**config.mk**
```make
export PLATFORM = sky130hd
export DESIGN_NAME = uart_rx_flow
export DESIGN_NICKNAME = d
export VERILOG_FILES = /design/src/rtl/uart_rx_pkg.sv /design/src/rtl/uart_rx_tick.sv /design/src/rtl/uart_rx_frame.sv /design/src/rtl/uart_rx_fifo.sv /design/src/rtl/uart_rx_rts.sv /design/src/rtl/uart_rx_flow.sv
export SDC_FILE = /design/constraint.sdc
export NUM_CORES = 2
export LEC_CHECK = 0
export CORE_MARGIN = 4
export CORE_UTILIZATION = 50
export CTS_BUF_LIST = sky130_fd_sc_hd__clkbuf_16
export DETAILED_ROUTE_END_ITERATION = 12
export DONT_BUFFER_PORTS = 1
export GPL_ROUTABILITY_DRIVEN = 0
export GPL_TIMING_DRIVEN = 0
export RECOVER_POWER = 100
export SYNTH_ARGS = -nofsm -noshare
export SYNTH_HDL_FRONTEND = slang
export SYNTH_SLANG_ARGS = --single-unit
export TNS_END_PERCENT = 100
```
**constraint.sdc**
```tcl
create_clock -name clk -period 4.82 [get_ports clk]
set_input_delay 0.482 -clock clk [delete_from_list [all_inputs] [get_ports clk]]
set_output_delay 0.482 -clock clk [all_outputs]
set_load 0.005 [all_outputs]
```
**src/rtl/uart_rx_pkg.sv**
```systemverilog
package uart_rx_pkg;

    typedef enum logic [2:0] {
        PAR_NONE  = 3'd0,
        PAR_ODD   = 3'd1,
        PAR_EVEN  = 3'd2,
        PAR_MARK  = 3'd3,
        PAR_SPACE = 3'd4
    } par_mode_e;

    typedef enum logic [2:0] {
        ST_IDLE,
        ST_START,
        ST_DATA,
        ST_PAR,
        ST_STOP1,
        ST_STOP2,
        ST_HOLD
    } rx_state_e;

    typedef struct packed {
        logic      eight;
        logic      two_stop;
        par_mode_e par;
    } rx_cfg_t;

    typedef struct packed {
        logic [7:0] data;
        logic       perr;
        logic       ferr;
    } rx_entry_t;

    function automatic logic has_parity(input par_mode_e m);
        return (m == PAR_ODD) || (m == PAR_EVEN) || (m == PAR_MARK) || (m == PAR_SPACE);
    endfunction

    function automatic logic wanted_parity(input logic [7:0] d, input par_mode_e m);
        logic r;
        case (m)
            PAR_ODD:  r = ~(^d);
            PAR_EVEN: r = ^d;
            PAR_MARK: r = 1'b1;
            default:  r = 1'b0;
        endcase
        return r;
    endfunction

endpackage

```
**src/rtl/uart_rx_tick.sv**
```systemverilog
module uart_rx_tick #(
    parameter int DIV_W = 16
) (
    input  logic             clk,
    input  logic             rst,
    input  logic [DIV_W-1:0] div,
    output logic             tick
);
    logic [DIV_W-1:0] cnt;

    assign tick = (cnt >= div);

    always_ff @(posedge clk) begin
        if (rst) begin
            cnt <= '0;
        end else if (tick) begin
            cnt <= '0;
        end else begin
            cnt <= cnt + 1'b1;
        end
    end
endmodule

```
**src/rtl/uart_rx_frame.sv**
```systemverilog
module uart_rx_frame
    import uart_rx_pkg::*;
#(
    parameter int OVS = 16
) (
    input  logic      clk,
    input  logic      rst,
    input  logic      rxd,
    input  logic      tick,
    input  rx_cfg_t   cfg,
    output logic      out_valid,
    output rx_entry_t out_entry
);
    localparam int OVS_W = $clog2(OVS);
    localparam int MID   = OVS / 2;
    localparam logic [OVS_W-1:0] S_A   = OVS_W'(MID - 1);
    localparam logic [OVS_W-1:0] S_B   = OVS_W'(MID);
    localparam logic [OVS_W-1:0] S_V   = OVS_W'(MID + 1);
    localparam logic [OVS_W-1:0] S_END = OVS_W'(OVS - 1);

    logic             sync_q, rxs;
    rx_state_e        st;
    logic [OVS_W-1:0] scnt;
    logic [2:0]       bidx;
    logic [7:0]       shreg;
    logic             v_a, v_b, par_bit, ferr_acc;
    rx_cfg_t          cfg_l;

    logic       vote, last_bit, done_now;
    logic [7:0] fin_data;
    logic       fin_perr, fin_ferr;

    // two-flop synchroniser on the serial line
    always_ff @(posedge clk) begin
        if (rst) begin
            sync_q <= 1'b1;
            rxs    <= 1'b1;
        end else begin
            sync_q <= rxd;
            rxs    <= sync_q;
        end
    end

    always_comb begin
        vote     = (v_a & v_b) | (v_a & rxs) | (v_b & rxs);
        last_bit = cfg_l.eight ? (bidx == 3'd7) : (bidx == 3'd6);
        done_now = tick && (scnt == S_V) &&
                   ((st == ST_STOP2) || ((st == ST_STOP1) && !cfg_l.two_stop));
        fin_data = cfg_l.eight ? shreg : {1'b0, shreg[7:1]};
        fin_perr = has_parity(cfg_l.par) && (par_bit != wanted_parity(fin_data, cfg_l.par));
        fin_ferr = ferr_acc | ~vote;
    end

    always_ff @(posedge clk) begin
        out_valid <= 1'b0;
        if (rst) begin
            st        <= ST_IDLE;
            scnt      <= '0;
            bidx      <= '0;
            shreg     <= '0;
            v_a       <= 1'b1;
            v_b       <= 1'b1;
            par_bit   <= 1'b0;
            ferr_acc  <= 1'b0;
            cfg_l     <= '0;
            out_entry <= '0;
        end else begin
            case (st)
                ST_IDLE: begin
                    if (tick && !rxs) begin
                        st       <= ST_START;
                        scnt     <= '0;
                        ferr_acc <= 1'b0;
                        cfg_l    <= cfg;
                    end
                end
                ST_HOLD: begin
                    if (rxs) st <= ST_IDLE;
                end
                default: begin
                    if (tick) begin
                        scnt <= (scnt == S_END) ? '0 : scnt + 1'b1;
                        if (scnt == S_A) v_a <= rxs;
                        if (scnt == S_B) v_b <= rxs;
                        if (scnt == S_V) begin
                            case (st)
                                ST_START: if (vote) st <= ST_IDLE;
                                ST_DATA:  shreg <= {vote, shreg[7:1]};
                                ST_PAR:   par_bit <= vote;
                                ST_STOP1: if (cfg_l.two_stop) ferr_acc <= ~vote;
                                default: ;
                            endcase
                        end
                        if (scnt == S_END) begin
                            case (st)
                                ST_START: begin
                                    st   <= ST_DATA;
                                    bidx <= '0;
                                end
                                ST_DATA: begin
                                    if (last_bit) begin
                                        st <= has_parity(cfg_l.par) ? ST_PAR : ST_STOP1;
                                    end else begin
                                        bidx <= bidx + 1'b1;
                                    end
                                end
                                ST_PAR:   st <= ST_STOP1;
                                ST_STOP1: st <= ST_STOP2;
                                default: ;
                            endcase
                        end
                    end
                end
            endcase
            if (done_now) begin
                out_valid      <= 1'b1;
                out_entry.data <= fin_data;
                out_entry.perr <= fin_perr;
                out_entry.ferr <= fin_ferr;
                st             <= fin_ferr ? ST_HOLD : ST_IDLE;
            end
        end
    end
endmodule

```
**src/rtl/uart_rx_fifo.sv**
```systemverilog
module uart_rx_fifo
    import uart_rx_pkg::*;
#(
    parameter int DEPTH = 256
) (
    input  logic                       clk,
    input  logic                       rst,
    input  logic                       push,
    input  rx_entry_t                  push_entry,
    input  logic                       pop,
    output logic                       not_empty,
    output rx_entry_t                  head,
    output logic [$clog2(DEPTH+1)-1:0] level,
    output logic                       overrun
);
    localparam int AW = $clog2(DEPTH);
    localparam int CW = $clog2(DEPTH + 1);
    localparam logic [CW-1:0] FULL_L = CW'(DEPTH);

    rx_entry_t         mem [DEPTH];
    logic [AW-1:0]     wr_ptr, rd_ptr;
    logic              full, do_wr, do_rd;

    assign full      = (level == FULL_L);
    assign not_empty = (level != '0);
    assign do_wr     = push && !full;
    assign do_rd     = pop && not_empty;
    assign head      = mem[rd_ptr];

    always_ff @(posedge clk) begin
        if (do_wr) mem[wr_ptr] <= push_entry;
    end

    always_ff @(posedge clk) begin
        if (rst) begin
            wr_ptr  <= '0;
            rd_ptr  <= '0;
            level   <= '0;
            overrun <= 1'b0;
        end else begin
            if (do_wr) wr_ptr <= wr_ptr + 1'b1;
            if (do_rd) rd_ptr <= rd_ptr + 1'b1;
            if (do_wr && !do_rd)      level <= level + 1'b1;
            else if (do_rd && !do_wr) level <= level - 1'b1;
            if (push && full) overrun <= 1'b1;
        end
    end
endmodule

```
**src/rtl/uart_rx_rts.sv**
```systemverilog
module uart_rx_rts #(
    parameter int CW      = 9,
    parameter int HI_MARK = 238,
    parameter int LO_MARK = 224
) (
    input  logic          clk,
    input  logic          rst,
    input  logic          flow_en,
    input  logic [CW-1:0] level,
    output logic          rts_n
);
    localparam logic [CW-1:0] HI_L = CW'(HI_MARK);
    localparam logic [CW-1:0] LO_L = CW'(LO_MARK);

    always_ff @(posedge clk) begin
        if (rst || !flow_en) begin
            rts_n <= 1'b0;
        end else if (level >= HI_L) begin
            rts_n <= 1'b1;
        end else if (level < LO_L) begin
            rts_n <= 1'b0;
        end
    end
endmodule

```
**src/rtl/uart_rx_flow.sv**
```systemverilog
module uart_rx_flow
    import uart_rx_pkg::*;
#(
    parameter int DEPTH   = 256,
    parameter int OVS     = 16,
    parameter int DIV_W   = 16,
    parameter int HI_MARK = 238,
    parameter int LO_MARK = 224
) (
    input  logic             clk,
    input  logic             rst,
    input  logic             rxd,
    input  logic [DIV_W-1:0] cfg_div,
    input  logic             cfg_eight,
    input  logic             cfg_two_stop,
    input  logic [2:0]       cfg_par,
    input  logic             cfg_flow_en,
    output logic             rd_valid,
    input  logic             rd_ready,
    output logic [7:0]       rd_data,
    output logic             rd_perr,
    output logic             rd_ferr,
    output logic             overrun,
    output logic             rts_n
);
    localparam int CW = $clog2(DEPTH + 1);

    logic          tick, frm_valid;
    rx_entry_t     frm_entry, head;
    rx_cfg_t       cfg;
    logic [CW-1:0] fill_level;

    assign cfg.eight    = cfg_eight;
    assign cfg.two_stop = cfg_two_stop;
    assign cfg.par      = par_mode_e'(cfg_par);

    uart_rx_tick #(.DIV_W(DIV_W)) u_tick (
        .clk(clk), .rst(rst), .div(cfg_div), .tick(tick)
    );

    uart_rx_frame #(.OVS(OVS)) u_frame (
        .clk(clk), .rst(rst), .rxd(rxd), .tick(tick), .cfg(cfg),
        .out_valid(frm_valid), .out_entry(frm_entry)
    );

    uart_rx_fifo #(.DEPTH(DEPTH)) u_fifo (
        .clk(clk), .rst(rst), .push(frm_valid), .push_entry(frm_entry),
        .pop(rd_ready), .not_empty(rd_valid), .head(head),
        .level(fill_level), .overrun(overrun)
    );

    uart_rx_rts #(.CW(CW), .HI_MARK(HI_MARK), .LO_MARK(LO_MARK)) u_rts (
        .clk(clk), .rst(rst), .flow_en(cfg_flow_en), .level(fill_level), .rts_n(rts_n)
    );

    assign rd_data = head.data;
    assign rd_perr = head.perr;
    assign rd_ferr = head.ferr;
endmodule

```
* Word-level counts from Yosys, hierarchy flattened
Memory sizes are Yosys's and may differ from the RTL's. A register that Yosys moved wholly into a read port is not among the register bits.
Index checks and enable logic that the tools add are counted.
** Operators by class
- $add $sub $neg :: 7
- Magnitude comparators :: 3
- Eq/ne operators :: 22
- Mux-type cells :: 37
- Bitwise gates (word level) :: 10
- Reductions and logical operators :: 43
** Operators with widths (count)
- $mux W3 :: 12
- $mux W8 :: 3
- $eq A3 B3 Y1 const B :: 6
- $mux W9 :: 2
- $add A16 B1 Y16 const B :: 1
- $add A8 B1 Y8 const B :: 2
- $ge A16 B16 Y1 :: 1
- $reduce_bool A2 Y1 :: 7
- $eq A3 B2 Y1 const B :: 4
- $eq A4 B4 Y1 const B :: 3
- $mux W4 :: 3
- $pmux W3 S2 :: 2
- $pmux W3 S4 :: 1
- $reduce_and A3 Y1 :: 4
- $mux W1 :: 11
- $logic_and A1 B1 Y1 :: 10
- $add A9 B1 Y9 const B :: 1
- $eq A9 B9 Y1 const B :: 1
- $ge A9 B8 Y1 const B :: 1
- $lt A9 B8 Y1 const B :: 1
- $reduce_bool A9 Y1 :: 1
- $sub A9 B1 Y9 const B :: 1
- $pmux W4 S2 :: 1
- $reduce_and A4 Y1 :: 2
- other kinds (22) :: 41
** Word-level totals
- Flip-flop bits (word level) :: 83
- RAM bits :: 2560
- Input port bits :: 26
- Logic and storage cells :: 146
- Memories kept :: 1
** Memories
- u_fifo.mem :: words 256, bits a word 10, read ports 1, clocked after memory_dff 1, write ports 1, RTL line uart_rx_fifo.sv:20 : rx_entry_t mem [DEPTH];

* Depth between registers and ports, before layout
- Depth after elaboration :: 12
- Depth in mapped cells :: 12
- Mapped depth without buffers :: 12

* By module
A second synthesis with hierarchy kept.
** Second synthesis, totals
- Cells, all modules :: 4908
- Area, all modules :: 102874.9 um2
** Modules (own cells, without submodules)
- uart_rx_fifo :: instances 1, cells each 4527, area each 99496.7 um2, seq. area each 77554.4 um2
- uart_rx_frame :: instances 1, cells each 244, area each 2128.3 um2, seq. area each 800.8 um2
- uart_rx_tick :: instances 1, cells each 131, area each 1182.4 um2, seq. area each 320.3 um2
- uart_rx_rts :: instances 1, cells each 6, area each 67.6 um2, seq. area each 20.0 um2

* Worst setup path before layout
No wires, ideal clock.
- Kind :: reg2reg
- Start :: register u_frame.out_entry[1] (netlist name)
- End :: memory u_fifo.mem[0][1] (netlist name) (data pin)
- Library setup time :: 0.856 ns
- Data arrival time :: 3.398 ns
- Slack :: 0.567 ns
- Cell stages (with the launch flop) :: 1
- Path buffers :: 0
- Cell sequence :: dfxtp_1
** RTL lines
- start, declared :: RTL line uart_rx_frame.sv:12 : output rx_entry_t out_entry
- end, declared :: RTL line uart_rx_fifo.sv:20
Straight into the memory's write port.

==> flow_metrics.env <==
export IMPL_fin_tns_setup_ps=0
export IMPL_top_layer_used="met4"
export IMPL_core_um2=203000
export IMPL_reg2reg_depth=6
export IMPL_cp_num_buf_inv=4
export IMPL_dieArea_um2=212000
export IMPL_finalSetupViolCount=0
export IMPL_synthTopCellsByCount="edfxtp_1, mux4_2, nor2_1"
export IMPL_critPathKind="reg -> out"
export IMPL_synthArstFlopShare=0
export IMPL_synth_edf_count=2560
export IMPL_period_share=1.00
export IMPL_fin_crit_ps=4820
export IMPL_dpl_cell_area_um2=107000
export IMPL_clk_pin_slew_ps=60
export IMPL_cts_root_buf="clkbuf_16"
export IMPL_drt_total_wl_um=288000
export IMPL_worstHoldPathCells=2
export IMPL_yosysSeqAreaShare=0.768
export IMPL_grt_pass1_wl_um=401000
export IMPL_cts_buffers=288
export IMPL_hp_start="rst"
export IMPL_slew_violations=1708
export IMPL_cp_slowest_cell="clkbuf_2"
export IMPL_hold_viol_final=0
export IMPL_grt_pass1_vias=52000
export IMPL_wl_per_cell_um=35.3
export IMPL_stdcell_count=8159
export IMPL_ff2ff_setup_slack_ps=50
export IMPL_grt_max_degree=90
export IMPL_violations="capacitance limit, slew limit"
export IMPL_yosys_area_top_type="edfxtp_1"
export IMPL_relSlewSlack=-1.81
export IMPL_rsz0062_at_grt="true"
export IMPL_crit_arrival_ps=4340
export IMPL_nFillCells=14900
export IMPL_tightest_slew_ps=4220
export IMPL_drc=0
export IMPL_crit_fanout=10
export IMPL_wl_met1_um=116000
export IMPL_hold_end="u_frame.out_entry[6]"
export IMPL_synthFlopType="edfxtp_1"
export IMPL_cellPowerDensity_nw_per_um2=451
export IMPL_worstSkewPairLatency_ps=930
export IMPL_drt_initial_drc_count=7438
export IMPL_peakVddDrop_v=0.000466
export IMPL_n_antenna_cell=0
export IMPL_synth_area_um2=102000
export IMPL_synth_seq_cells=2651
export IMPL_fmaxAchievable_mhz=208
export IMPL_pin_count=39
export IMPL_synth_distinct_cells=74
export IMPL_firstDrtPassIters=7
export IMPL_synth_area_top_cells="edfxtp_1, mux4_2, dfxtp_1, nor2_1, mux2i_1"
export IMPL_rr_endpoint="u_fifo.mem[209][2]"
export IMPL_layout_area_seq_um2=78700
export IMPL_dp_cells=7666
export IMPL_rows=165
export IMPL_path_depth=10
export IMPL_p_leak_nw=31.1
export IMPL_max_stage_delay_ps=450
export IMPL_cp_common_cell="clkbuf_2"
export IMPL_die_w_um=461
export IMPL_dr_total_vias=52800
export IMPL_crit_chain="buf_2 > clkbuf_4 > nor2_1 > clkbuf_2 > clkbuf_2 > a22oi_2 > a21oi_1 > nor4_4 > a211oi_4 > o221a_1"
export IMPL_die_h_um=461
export IMPL_clock_path_buffers=4
export IMPL_postSynthCellCount=4961
export IMPL_post_route_cell_area_um2=116000
export IMPL_fin_nets=5355
export IMPL_yosys_warnings=0
export IMPL_multi_input_comb_area_um2=22900
export IMPL_end_kind="output port"
export IMPL_area_growth_pct=13.4
export IMPL_grt_overflow=0
export IMPL_synth_fp_nets=5022
export IMPL_antenna_found_initial=11
export IMPL_clock_sinks=2651
export IMPL_startpoint_type="register"
export IMPL_h_tree_depth=5
export IMPL_worst_ep_required_time_ps=4340
export IMPL_io_buffers=0
export IMPL_avgSynthCellArea_um2=20.7
export IMPL_grt_total_usage=0.272
export IMPL_worst_clock_skew_ps=66.1
export IMPL_r2r_start="u_fifo.level[0]"
export IMPL_path_delay_family="buffers and inverters"
export IMPL_dp_hpwl_um=192000
export IMPL_yosys_cell_count_top_type="edfxtp_1"
export IMPL_ant_nets=0
export IMPL_synth_top_area_share=0.750
export IMPL_cts_tree="yes"
export IMPL_drive_above_1_share=0.235
export IMPL_wl_met2_um=132000
export IMPL_wl_met3_um=29100
export IMPL_status="finished with violations"
export IMPL_initial_core_util=0.505
export IMPL_cap_violations=25
export IMPL_vias_per_cell=6.47
export IMPL_hold_class="in -> reg"
==> final cells by class <==
cell class,instances,area share
flip-flops and latches,2651,0.677
multi-input cells,1992,0.197
clock buffers,301,0.0648
well taps,2672,0.0288
plain buffers,287,0.0172
clock inverters,182,0.0100
repair buffers,46,0.00394
inverters,28,0.000905
==> report_power, final <==
group          internal (mW)  switching, mW  leakage [nW]
logic                   2.60           4.08          6.51
clock network           12.0           8.68          4.53
registers               24.9         0.0448          20.1
total                   39.5           12.8          31.1
==> per-stage QoR <==
step	utilization	setup WS, ps	power [mW]	hold WS, ps
CTS	0.575	1.22	52.6	19.1
floorplan	-	567	29.4	389
detailed placement	0.526	-1200	31.8	394
finish	0.573	1.44	52.4	84.7
global route	0.573	-87.1	53.8	74.7
global placement	0.521	-4310	31.8	393
==> per-layer routing <==
layer,vias up,GRT usage
met3,515,0.0626
met5,-,0
met4,0,0.0902
li1,21400,-
met2,2901,0.412
met1,28100,0.396
==> worst reg2reg max path, cell delays in order (launching register included) <==
cell	delay (ps)
dfxtp_1	420
nor4_1	130
a31oi_1	820
nor3b_1	510
nand2_1	700
clkbuf_2	710
nor2_1	1090
==> cells by family (layout without fill, tap and decap cells) <==
family	count (synthesis)	after routing	synth area share
buffers and inverters	318	844	0.0143
adder cells (fa/ha/maj)	36	36	0.00444
multiplexers	719	719	0.145
XOR/XNOR	41	41	0.00364
flip-flops	2651	2651	0.768
AND/OR/NAND/NOR	661	661	0.0293
AO/OA/AOI/OAI	535	535	0.0355
==> registers in the layout (all words and copies together) (netlist names), 3 cells and up, named ones only <==
signal and count:
u_frame.bidx 3, u_frame.shreg 8, u_fifo.level 9, u_frame.cfg_l 5, u_frame.st 3, u_fifo.mem 2560, u_fifo.rd_ptr 8, u_frame.scnt 4
u_fifo.wr_ptr 8, u_frame.out_entry 10, u_tick.cnt 16
==> timing repair <==
| item | 4_1_cts | 5_1_grt |
|---|---|---|
| endpoints found under the hold margin | 27 | 0 |
| buffers inserted | 4 | 0 |
| hold buffers | 9 | 0 |
| endpoints found under the setup margin | 10 | 217 |
| pin swaps | 13 | 1 |
| resized for setup | 315 | 41 |
| cloned | 0 | 0 |
==> worst max path at each step <==
stage                               from            endpoint  slack [ps]
floorplan           u_frame.out_entry[1]    u_fifo.mem[0][1]         570
global placement    u_frame.out_entry[2]  u_fifo.mem[204][2]       -4310
detailed placement              register          rd_data[7]       -1200
CTS                             register          rd_data[4]           1
global route             u_fifo.level[1]  u_fifo.mem[208][2]         -90
finish                          register          rd_data[6]           1
==> placed cells by master, fill, tap and decap left out, drive strengths merged, types with 17 or more instances in the layout <==
cell type,count
and3,31
a21oi,121
nor4,22
nor3,33
inv,97
mux4,606
ha,34
a22oi,124
nand2,83
nor2,369
mux2i,113
o211ai,17
xnor2,18
a211oi,46
o221ai,20
edfxtp,2560
xor2,22
clkbuf,501
a22o,20
buf,123
clkinv,93
o21ai,25
o22ai,112
nand3,33
dfxtp,91
Note: power is estimated with default switching activity, not from simulation.
